File: config.mk
export PLATFORM = sky130hd
export DESIGN_NAME = wt_store_buffer
export DESIGN_NICKNAME = d
export VERILOG_FILES = /design/src/rtl/wtb_pkg.sv /design/src/rtl/wtb_match.sv /design/src/rtl/wtb_pick.sv /design/src/rtl/wtb_merge.sv /design/src/rtl/wt_store_buffer.sv
export SDC_FILE = /design/constraint.sdc
export NUM_CORES = 1
export LEC_CHECK = 0
export BUFFER_PORTS_ARGS = -buffer_cell sky130_fd_sc_hd__buf_2
export CORE_MARGIN = 4
export CORE_UTILIZATION = 55
export CTS_BUF_LIST = sky130_fd_sc_hd__clkbuf_4 sky130_fd_sc_hd__clkbuf_8
export CTS_CLUSTER_DIAMETER = 30
export CTS_CLUSTER_SIZE = 30
export DETAILED_ROUTE_END_ITERATION = 10
export GPL_TIMING_DRIVEN = 0
export PLACE_DENSITY = 0.84
export SLEW_MARGIN = 40
export SYNTH_ARGS = -nofsm -noshare
export SYNTH_HDL_FRONTEND = slang
export SYNTH_HIERARCHICAL = 1
export SYNTH_SLANG_ARGS = --single-unit
File: constraint.sdc
create_clock -name clk -period 3.9 [get_ports clk]
set_input_delay 0.585 -clock clk [delete_from_list [all_inputs] [get_ports clk]]
set_output_delay 0.585 -clock clk [all_outputs]
set_load 0.005 [all_outputs]
File: src/rtl/wtb_pkg.sv
package wtb_pkg;
  localparam int unsigned WTB_DEPTH = 4;
  localparam int unsigned WTB_AW    = 32;
  localparam int unsigned WTB_DW    = 32;

  typedef enum logic [1:0] {
    WR_IDLE  = 2'd0,
    WR_ALLOC = 2'd1,
    WR_MERGE = 2'd2
  } wr_kind_e;
endpackage

File: src/rtl/wtb_match.sv
// Per-slot address comparator, qualified by slot liveness.
module wtb_match #(
  parameter int DEPTH = 4,
  parameter int AW    = 32,
  parameter int PTR_W = 2,
  parameter int CNT_W = 3
) (
  input  logic [DEPTH-1:0][AW-1:0] ent_addr,
  input  logic [PTR_W-1:0]         head,
  input  logic [CNT_W-1:0]         count,
  input  logic [AW-1:0]            key,
  output logic [DEPTH-1:0]         hit
);
  for (genvar i = 0; i < DEPTH; i++) begin : g_cmp
    logic [PTR_W-1:0] age;
    logic             live;
    assign age    = PTR_W'(i) - head;
    assign live   = CNT_W'(age) < count;
    assign hit[i] = live && (ent_addr[i] == key);
  end
endmodule

File: src/rtl/wtb_pick.sv
// Selects the newest hit, scanning backwards from the tail pointer.
module wtb_pick #(
  parameter int DEPTH = 4,
  parameter int PTR_W = 2
) (
  input  logic [DEPTH-1:0] hit,
  input  logic [PTR_W-1:0] tail,
  output logic             found,
  output logic [PTR_W-1:0] idx
);
  always_comb begin
    logic [PTR_W-1:0] pos;
    found = 1'b0;
    idx   = '0;
    for (int k = DEPTH; k >= 1; k--) begin
      pos = tail - PTR_W'(k);
      if (hit[pos]) begin
        found = 1'b1;
        idx   = pos;
      end
    end
  end
endmodule

File: src/rtl/wtb_merge.sv
// Byte-wise combine of a new store into a queued word.
module wtb_merge #(
  parameter int DW = 32,
  localparam int MW = DW / 8
) (
  input  logic [DW-1:0] old_data,
  input  logic [MW-1:0] old_mask,
  input  logic [DW-1:0] new_data,
  input  logic [MW-1:0] new_mask,
  output logic [DW-1:0] out_data,
  output logic [MW-1:0] out_mask
);
  for (genvar b = 0; b < MW; b++) begin : g_byte
    assign out_data[8*b +: 8] = new_mask[b] ? new_data[8*b +: 8] : old_data[8*b +: 8];
  end
  assign out_mask = old_mask | new_mask;
endmodule

File: src/rtl/wt_store_buffer.sv
module wt_store_buffer
  import wtb_pkg::*;
#(
  parameter int DEPTH = WTB_DEPTH,
  parameter int AW    = WTB_AW,
  parameter int DW    = WTB_DW,
  localparam int MW    = DW / 8,
  localparam int PTR_W = $clog2(DEPTH),
  localparam int CNT_W = $clog2(DEPTH + 1)
) (
  input  logic          clk,
  input  logic          rst_n,
  input  logic          st_valid,
  output logic          st_ready,
  input  logic [AW-1:0] st_addr,
  input  logic [DW-1:0] st_data,
  input  logic [MW-1:0] st_mask,
  input  logic [AW-1:0] rd_addr,
  output logic          rd_hit,
  output logic [DW-1:0] rd_data,
  output logic [MW-1:0] rd_mask,
  output logic          mem_valid,
  input  logic          mem_ready,
  output logic [AW-1:0] mem_addr,
  output logic [DW-1:0] mem_data,
  output logic [MW-1:0] mem_mask,
  output logic          empty
);
  // Slot storage (no reset: liveness comes from the pointers).
  logic [DEPTH-1:0][AW-1:0] addr_q;
  logic [DEPTH-1:0][DW-1:0] data_q;
  logic [DEPTH-1:0][MW-1:0] mask_q;

  logic [PTR_W-1:0] head_q, head_d, tail_q, tail_d;
  logic [CNT_W-1:0] count_q, count_d;

  logic [DEPTH-1:0] rd_hits, st_hits_raw, st_hits, head_onehot;
  logic             rd_found, merge_found;
  logic [PTR_W-1:0] rd_idx, merge_idx;
  logic [DW-1:0]    mg_data;
  logic [MW-1:0]    mg_mask;
  logic             full, pop, alloc;
  wr_kind_e         wr_kind;

  // Read-after-write lookup
  wtb_match #(.DEPTH(DEPTH), .AW(AW), .PTR_W(PTR_W), .CNT_W(CNT_W)) u_rd_match (
    .ent_addr(addr_q), .head(head_q), .count(count_q), .key(rd_addr), .hit(rd_hits)
  );
  wtb_pick #(.DEPTH(DEPTH), .PTR_W(PTR_W)) u_rd_pick (
    .hit(rd_hits), .tail(tail_q), .found(rd_found), .idx(rd_idx)
  );

  // Merge lookup; the head slot is locked while it is offered to memory
  wtb_match #(.DEPTH(DEPTH), .AW(AW), .PTR_W(PTR_W), .CNT_W(CNT_W)) u_st_match (
    .ent_addr(addr_q), .head(head_q), .count(count_q), .key(st_addr), .hit(st_hits_raw)
  );
  assign head_onehot = DEPTH'(1) << head_q;
  assign st_hits     = st_hits_raw & ~head_onehot;
  wtb_pick #(.DEPTH(DEPTH), .PTR_W(PTR_W)) u_st_pick (
    .hit(st_hits), .tail(tail_q), .found(merge_found), .idx(merge_idx)
  );

  wtb_merge #(.DW(DW)) u_merge (
    .old_data(data_q[merge_idx]), .old_mask(mask_q[merge_idx]),
    .new_data(st_data), .new_mask(st_mask),
    .out_data(mg_data), .out_mask(mg_mask)
  );

  // Control
  assign full      = (count_q == CNT_W'(DEPTH));
  assign empty     = (count_q == '0);
  assign mem_valid = !empty;
  assign st_ready  = merge_found || !full;
  assign pop       = mem_valid && mem_ready;

  always_comb begin
    wr_kind = WR_IDLE;
    if (st_valid && merge_found)  wr_kind = WR_MERGE;
    else if (st_valid && !full)   wr_kind = WR_ALLOC;
  end
  assign alloc = (wr_kind == WR_ALLOC);

  // Next state
  always_comb begin
    head_d  = head_q;
    tail_d  = tail_q;
    count_d = count_q;
    if (pop)   head_d = head_q + PTR_W'(1);
    if (alloc) tail_d = tail_q + PTR_W'(1);
    case ({alloc, pop})
      2'b10:   count_d = count_q + CNT_W'(1);
      2'b01:   count_d = count_q - CNT_W'(1);
      default: count_d = count_q;
    endcase
  end

  // Pointer registers
  always_ff @(posedge clk or negedge rst_n) begin
    if (!rst_n) begin
      head_q  <= '0;
      tail_q  <= '0;
      count_q <= '0;
    end else begin
      head_q  <= head_d;
      tail_q  <= tail_d;
      count_q <= count_d;
    end
  end

  // Slot registers with explicit write enables
  always_ff @(posedge clk) begin
    case (wr_kind)
      WR_ALLOC: begin
        addr_q[tail_q] <= st_addr;
        data_q[tail_q] <= st_data;
        mask_q[tail_q] <= st_mask;
      end
      WR_MERGE: begin
        data_q[merge_idx] <= mg_data;
        mask_q[merge_idx] <= mg_mask;
      end
      default: ;
    endcase
  end

  // Outputs
  assign rd_hit   = rd_found;
  assign rd_data  = rd_found  ? data_q[rd_idx] : '0;
  assign rd_mask  = rd_found  ? mask_q[rd_idx] : '0;
  assign mem_addr = mem_valid ? addr_q[head_q] : '0;
  assign mem_data = mem_valid ? data_q[head_q] : '0;
  assign mem_mask = mem_valid ? mask_q[head_q] : '0;
endmodule

== Word-level counts from Yosys, hierarchy flattened ==
Index checks and enable logic that the tools add are counted.

* Bits of input ports: 104
* Word-level logic and storage cells: 148
* Register bits: 279

* Mux-type cells: 73
* Reductions and logical operators: 19
* Magnitude comparators: 13
* Bitwise gates (word level): 3
* Equal/unequal tests: 13
* Shift-type cells: 1
* Add/sub/neg operators: 11

{| class="wikitable"
|+ Operators by type and width
! kind !! count
|-
| bitwise mux 128 bit || 3
|-
| two-way mux 32 bit || 9
|-
| binary-select mux 32 bit (select 2 bit) || 4
|-
| equality test 32 bit || 8
|-
| case mux 128 bit (2 select lines) || 1
|-
| demux 32 bit (select 2 bit) || 2
|-
| bitwise mux 16 bit || 2
|-
| two-way mux 8 bit || 4
|-
| case mux 16 bit (2 select lines) || 1
|-
| two-way mux 4 bit || 7
|-
| binary-select mux 4 bit (select 2 bit) || 3
|-
| < comparator 2 x 3 -> 1 bit (second input constant) || 7
|-
| two-way mux 2 bit || 9
|-
| two-way mux 1 bit || 17
|-
| binary-select mux 1 bit (select 2 bit) || 8
|-
| demux 4 bit (select 2 bit) || 2
|-
| logical AND 1 bit || 13
|-
| < comparator 2 x 3 -> 1 bit || 4
|-
| case mux 3 bit (2 select lines) || 1
|-
| adder 2 x 1 -> 2 bit (second input constant) || 2
|-
| bitwise AND 4 bit || 1
|-
| equality test 2 x 1 -> 1 bit (second input constant) || 2
|-
| equality test 2 bit (second input constant) || 2
|-
| >= comparator 2 x 1 -> 1 bit (second input constant) || 2
|-
| other kinds (14) || 19
|}

== Longest topological paths before layout ==
* Depth after elaboration: 16
* Depth in mapped cells: 18
* Depth with buffers taken out: 17

== Cells and area by module ==
The synthesis kept the hierarchy.

{| class="wikitable"
|+ By module, submodules not included
! module !! area an instance (sq um) !! instances !! cells each
|-
| wt_store_buffer || 14253.7 || 1 || 796
|-
| wtb_match || 1534.0 || 2 || 188
|-
| wtb_merge || 550.5 || 1 || 40
|-
| wtb_pick || 75.1 || 2 || 10
|}

== Worst setup path before layout ==
Ideal clock, no wire load.

* Path kind: reg2reg
* Start: register head_q[0]
* End: register data_q[0] in the netlist's numbering, enable pin
* Period minus slack after synthesis: 3.924 ns
* Library setup time: 0.392 ns
* Data arrival time: 3.532 ns
* Path slack: -0.024 ns
* Path buffers: 2
* Cell stages (with the launch flop): 14
* Path through: dfrtp_1 xor2_1 inv_1 ha_1 a21oi_1 o211ai_1 nor4_2 nor2b_1 and3_1 o32a_1 buf_2 nor3_4 buf_2 a21o_1

* Cells in the longest elaborated chain, start to end: 14

{| class="wikitable"
|+ Ends and longest elaborated chain
! what !! RTL line !! text
|-
| start: declaration || wt_store_buffer.sv:34 || <nowiki>logic [PTR_W-1:0] head_q, head_d, tail_q, tail_d;</nowiki>
|-
| start signal: assignment || wt_store_buffer.sv:100 || <nowiki>head_q <= '0;</nowiki>
|-
| start signal: assignment || wt_store_buffer.sv:104 || <nowiki>head_q <= head_d;</nowiki>
|-
| subtractor 2 bit * || wtb_match.sv:17 || <nowiki>assign age = PTR_W'(i) - head;</nowiki>
|-
| < comparator 2 x 3 -> 1 bit * || wtb_match.sv:18 || <nowiki>assign live = CNT_W'(age) < count;</nowiki>
|-
| logical AND 1 bit * || wtb_match.sv:19 || <nowiki>assign hit[i] = live && (ent_addr[i] == key);</nowiki>
|-
| via st_hits_raw[2] || wt_store_buffer.sv:37 || <nowiki>logic [DEPTH-1:0] rd_hits, st_hits_raw, st_hits, head_onehot;</nowiki>
|-
| bitwise AND 4 bit * || wt_store_buffer.sv:58 || <nowiki>assign st_hits = st_hits_raw & ~head_onehot;</nowiki>
|-
| via st_hits[2] || wt_store_buffer.sv:37 ||
|-
| binary-select mux 1 bit (select 2 bit) || wtb_pick.sv:17 || <nowiki>if (hit[pos]) begin</nowiki>
|-
| two-way mux 1 bit (implied by the code) || wtb_pick.sv:17 ||
|-
| two-way mux 1 bit (3 in a row) || wtb_pick.sv:17 ||
|-
| two-way mux 1 bit * || wtb_pick.sv:17 ||
|-
| logical AND 1 bit * || wt_store_buffer.sv:78 || <nowiki>if (st_valid && merge_found) wr_kind = WR_MERGE;</nowiki>
|-
| two-way mux 2 bit * || wt_store_buffer.sv:78 ||
|-
| equality test 2 x 1 -> 1 bit or equality test 2 bit (tied branches) || wt_store_buffer.sv:112 || <nowiki>case (wr_kind)</nowiki>
|-
| nonzero test 2 bit (no line) * || - ||
|-
| end signal: indexed assignment || wt_store_buffer.sv:115 || <nowiki>data_q[tail_q] <= st_data;</nowiki>
|-
| end signal: indexed assignment || wt_store_buffer.sv:119 || <nowiki>data_q[merge_idx] <= mg_data;</nowiki>
|-
| end: declaration || wt_store_buffer.sv:31 || <nowiki>logic [DEPTH-1:0][DW-1:0] data_q;</nowiki>
|}

Mark *: on every way through the listed nets, which the timed path passes. The rest lies on a longest branch. The select of a mux whose other input is x is not followed.
A chain may end at the register's enable or synchronous reset.

== Worst setup path after layout ==
* Start: register addr_q[53] in the netlist's numbering
* End: output port rd_data[0]

* Cells in the longest elaborated chain, start to end: 11

{| class="wikitable"
|+ Ends and longest elaborated chain
! what !! RTL line !! text
|-
| start: declaration || wt_store_buffer.sv:30 || <nowiki>logic [DEPTH-1:0][AW-1:0] addr_q;</nowiki>
|-
| start signal: indexed assignment || wt_store_buffer.sv:114 || <nowiki>addr_q[tail_q] <= st_addr;</nowiki>
|-
| equality test 32 bit * || wtb_match.sv:19 ||
|-
| logical AND 1 bit * || wtb_match.sv:19 ||
|-
| via rd_hits[1] || wt_store_buffer.sv:37 ||
|-
| binary-select mux 1 bit (select 2 bit) || wtb_pick.sv:17 ||
|-
| two-way mux 1 bit (implied by the code) || wtb_pick.sv:17 ||
|-
| two-way mux 2 bit (3 in a row) || wtb_pick.sv:17 ||
|-
| two-way mux 2 bit * || wtb_pick.sv:17 ||
|-
| via rd_idx[0] || wt_store_buffer.sv:39 || <nowiki>logic [PTR_W-1:0] rd_idx, merge_idx;</nowiki>
|-
| binary-select mux 32 bit (select 2 bit) * || wt_store_buffer.sv:128 || <nowiki>assign rd_data = rd_found ? data_q[rd_idx] : '0;</nowiki>
|-
| two-way mux 32 bit (implied by the code) * || wt_store_buffer.sv:128 ||
|-
| two-way mux 32 bit * || wt_store_buffer.sv:128 ||
|-
| end: declaration || wt_store_buffer.sv:20 || <nowiki>output logic [DW-1:0] rd_data,</nowiki>
|}

Marked as above.

==> flow_summary.toml <==
[floorplan]
fp.dieArea_mm2 = 0.0357
initial_utilization = 0.555
row_count = 66
die_width_um = 189
fp.coreArea_mm2 = 0.0325
count_of_pins_on_the_block_boundary = 212
die_y_um = 189

[timing]
worstMarginPinSlew_ns = 0.866
fmax_ghz = 0.217
maxSlewHeadroom = 0.422
layout_worst_path_cycle_share = 1.18
setup_viol_count_final = 255
fin_worst_skew_ns = 0.0502
finalCriticalPeriod_ns = 4.61
setup_tns_after_final_layout_ns = -62.37
worst_hold_slack_ns = 0.206
maxSlewViolCount = 0
rsz0062_at_grt = "true"
final_critical_path_setup_slack_ns = -0.706
timing_hold_violations_final = 0

[synth]
synthSimpleGateAreaFrac = 0.0825
synth.yosys.seq_area_share = 0.463
synth_largest_area_cell = "edfxtp_1"
post_synth_fa_ha_maj_area_fraction = 0.0129
syn_avg_cell_area_um2 = 14.6
most_instantiated_library_cell_after_synthesis = "edfxtp_1"
synth_enable_flop_cells = 272
post_synth_xor_area_fraction = 0.128
postSynthNetCount = 1354
synth_compound_gate_area_share = 0.0816
netlist.area_leader.share = 0.453
synth.ff_latch_count = 279
synth.lib_cells_used.distinct = 42
ranking_of_synthesized_cells_by_instance_count = "edfxtp_1, xor2_1, a22o_1, mux4_2, and2_1"
synthesis.instances = 1232
synth-async-reset-ratio = 0.0251
synth_area_leaders = "edfxtp_1, mux4_2, xor2_1"
synth_top_family_by_area = "multiplexers"
mux_share_of_post_synthesis_cell_area = 0.204
ys_warn_count = 6
ys_dominant_reg_cell = "edfxtp_1"
mappedNetlistArea_mm2 = 0.0180

[route]
totalWireLength_mm = 62.3
route.detailed.vias_per_inst = 6.93
drt-wirelength-per-cell_um = 30.2
drt-pass1-iter-count = 5
initialDrtViolationCount = 2232
drt_drc_violations_left = 0
detail-route-antenna-nets = 0
num_vias = 14300

[worst_setup_path]
timing.critical_path.from_type = "flip-flop"
path_cells = "xor2_1 > nor4_1 > o211ai_1 > nor4_2 > buf_4 > a21oi_1 > a221oi_2 > buf_6 > buf_4 > buf_6 > mux4_2 > and2_4 > buf_2"
crit_path_max_incr_delay_ns = 0.50
cp_top_family = "simple AND/OR/NAND/NOR gates"
slowest_stage = "nor4_1"
timing_worst_setup_path_type = "reg2out"
critical_path_buf_inv_count = 5
cp_max_fo = 7
r2r_start = "head_q[0]"
worstSetupStartpoint = "addr_q[53]"
r2r_slack_ns = -0.35
crit_path_end_kind = "primary output"
reg2reg_to = "data_q[58]"
worst_ep_required_time_ns = 3.31
worst-r2r-cell-count = 16
worst_ep_arrival_time_ns = 4.02

[hold_path]
hold-path-endpoint = "addr_q[99]"
min_delay_path_depth = 1
timing.hold.worst.start = "st_addr[3]"
hold_class = "in2reg"

[finish]
drive_above_1_share = 0.437
synthesis_to_finish_area_growth_pct = 25.0
fin_cells = 2066
final_design_area_no_fill_mm2 = 0.0225
final_net_count = 1691

[clock_network]
clock_sink_count = 279
worstSkewPairLatency_ns = 0.61
clk_transition_reported_paths_ns = 0.07
ctsRootBufferMaster = "clkbuf_8"
count_of_h_tree_levels_built_during_cts = 3
cts_buffer_depth = 3
cts-buffers-inserted = 66
tritoncts = "yes"

[power_and_ir_drop]
power.density_cell_area_mw_per_mm2 = 656
power.ir.vdd_worst_uv = 406
power_mw = 14.8
cellLeakagePower_nw = 8.47

[global_route]
number_of_global_route_vias_before_repair = 13900
grt_start_max_net_pins = 37
grt_pass1_wl_mm = 86.3
overflow = 0
antenna_violations_before_repair = 8
overall_global_routing_resource_usage = 0.323

[outcome]
outcome = "finished with violations"
failed_checks = "setup timing"

[placed_design]
place_congestion = 0.983
dp_hpwl_mm = 39.0
placed_area_mm2 = 0.0197
placement.io_buffers = 210
place.detailed.instances = 1887

[run]
max-cap-violations = 0
stage by stage:
stage / util / worst slack, ns
2_1_floorplan: - / 0.000463
3_3_place_gp: 0.605 / -1.87
3_5_place_dp: 0.608 / -1.10
4_1_cts: 0.675 / -0.540
5_1_grt: 0.694 / -0.763
6_report: 0.694 / -0.706
cells by family after synthesis:
logic type,Yosys count
buf+inv,94
fa+ha+maj,18
flops,279
xor+xnor,263
mux,176
compound gates,174
simple gates,228
sequential cells by signal, summed over array words and instances, names as in the netlist:
| signal | cells |
|---|---|
| data_q | 128 |
| count_q | 3 |
| head_q | 2 |
| addr_q | 128 |
| tail_q | 2 |
| mask_q | 16 |
timing repair:
action,4_1_cts,5_1_grt
gates resized for setup,86,78
pin swaps,11,15
hold buffers,1,0
endpoints found under the hold margin,7,0
cloned,5,2
setup buffers,20,29
setup endpoints to repair,457,440
placed cells by master (no fill, tap or decap), types with 28 or more instances in the layout:
cell type / instances
xnor2_1: 67
buf_4: 49
edfxtp_1: 272
mux4_2: 140
and2_1: 79
mux2_4: 34
nor4_1: 28
buf_6: 41
buf_2: 210
clkbuf_8: 68
a22o_1: 144
xor2_1: 192
and2_4: 34
worst max path at each step:
stage / slack, ns / cells past startpoint / endpoint
final: -0.71 / 13 / rd_data[0]
after global routing: -0.76 / 14 / rd_data[0]
after CTS: -0.54 / 12 / rd_mask[0]
after detailed placement: -1.10 / 13 / data_q[11]
after global placement: -1.87 / 11 / data_q[40]
after floorplan: 0.0005 / 12 / data_q[32]
power by group:
group / internal (mW) / leakage, nW / switching (mW)
combinational: 2.75 / 5.10 / 3.38
clock: 2.40 / 0.751 / 1.53
sequential: 4.14 / 2.62 / 0.556
routing by layer:
metal | routed length [µm] | share of wire | GRT usage | vias to the layer above
li1 | - | - | - | 5612
met1 | 21500 | 0.34 | 0.421 | 7049
met2 | 28800 | 0.46 | 0.511 | 1338
met3 | 8150 | 0.13 | 0.0798 | 307
met4 | 3850 | 0.062 | 0.157 | 4
met5 | 27 | 0.00043 | 0 | -
layout make-up:
type	count	area [µm²]
fillers	2010	9930
multi-input cells	862	9640
flip-flops and latches	279	8350
repair buffers	267	1810
clock buffers	76	996
plain buffers	78	602
well taps	442	553
clock inverters	42	508
inverters	15	56.3
diodes	5	12.5
Power figures use the tool's default switching activity.
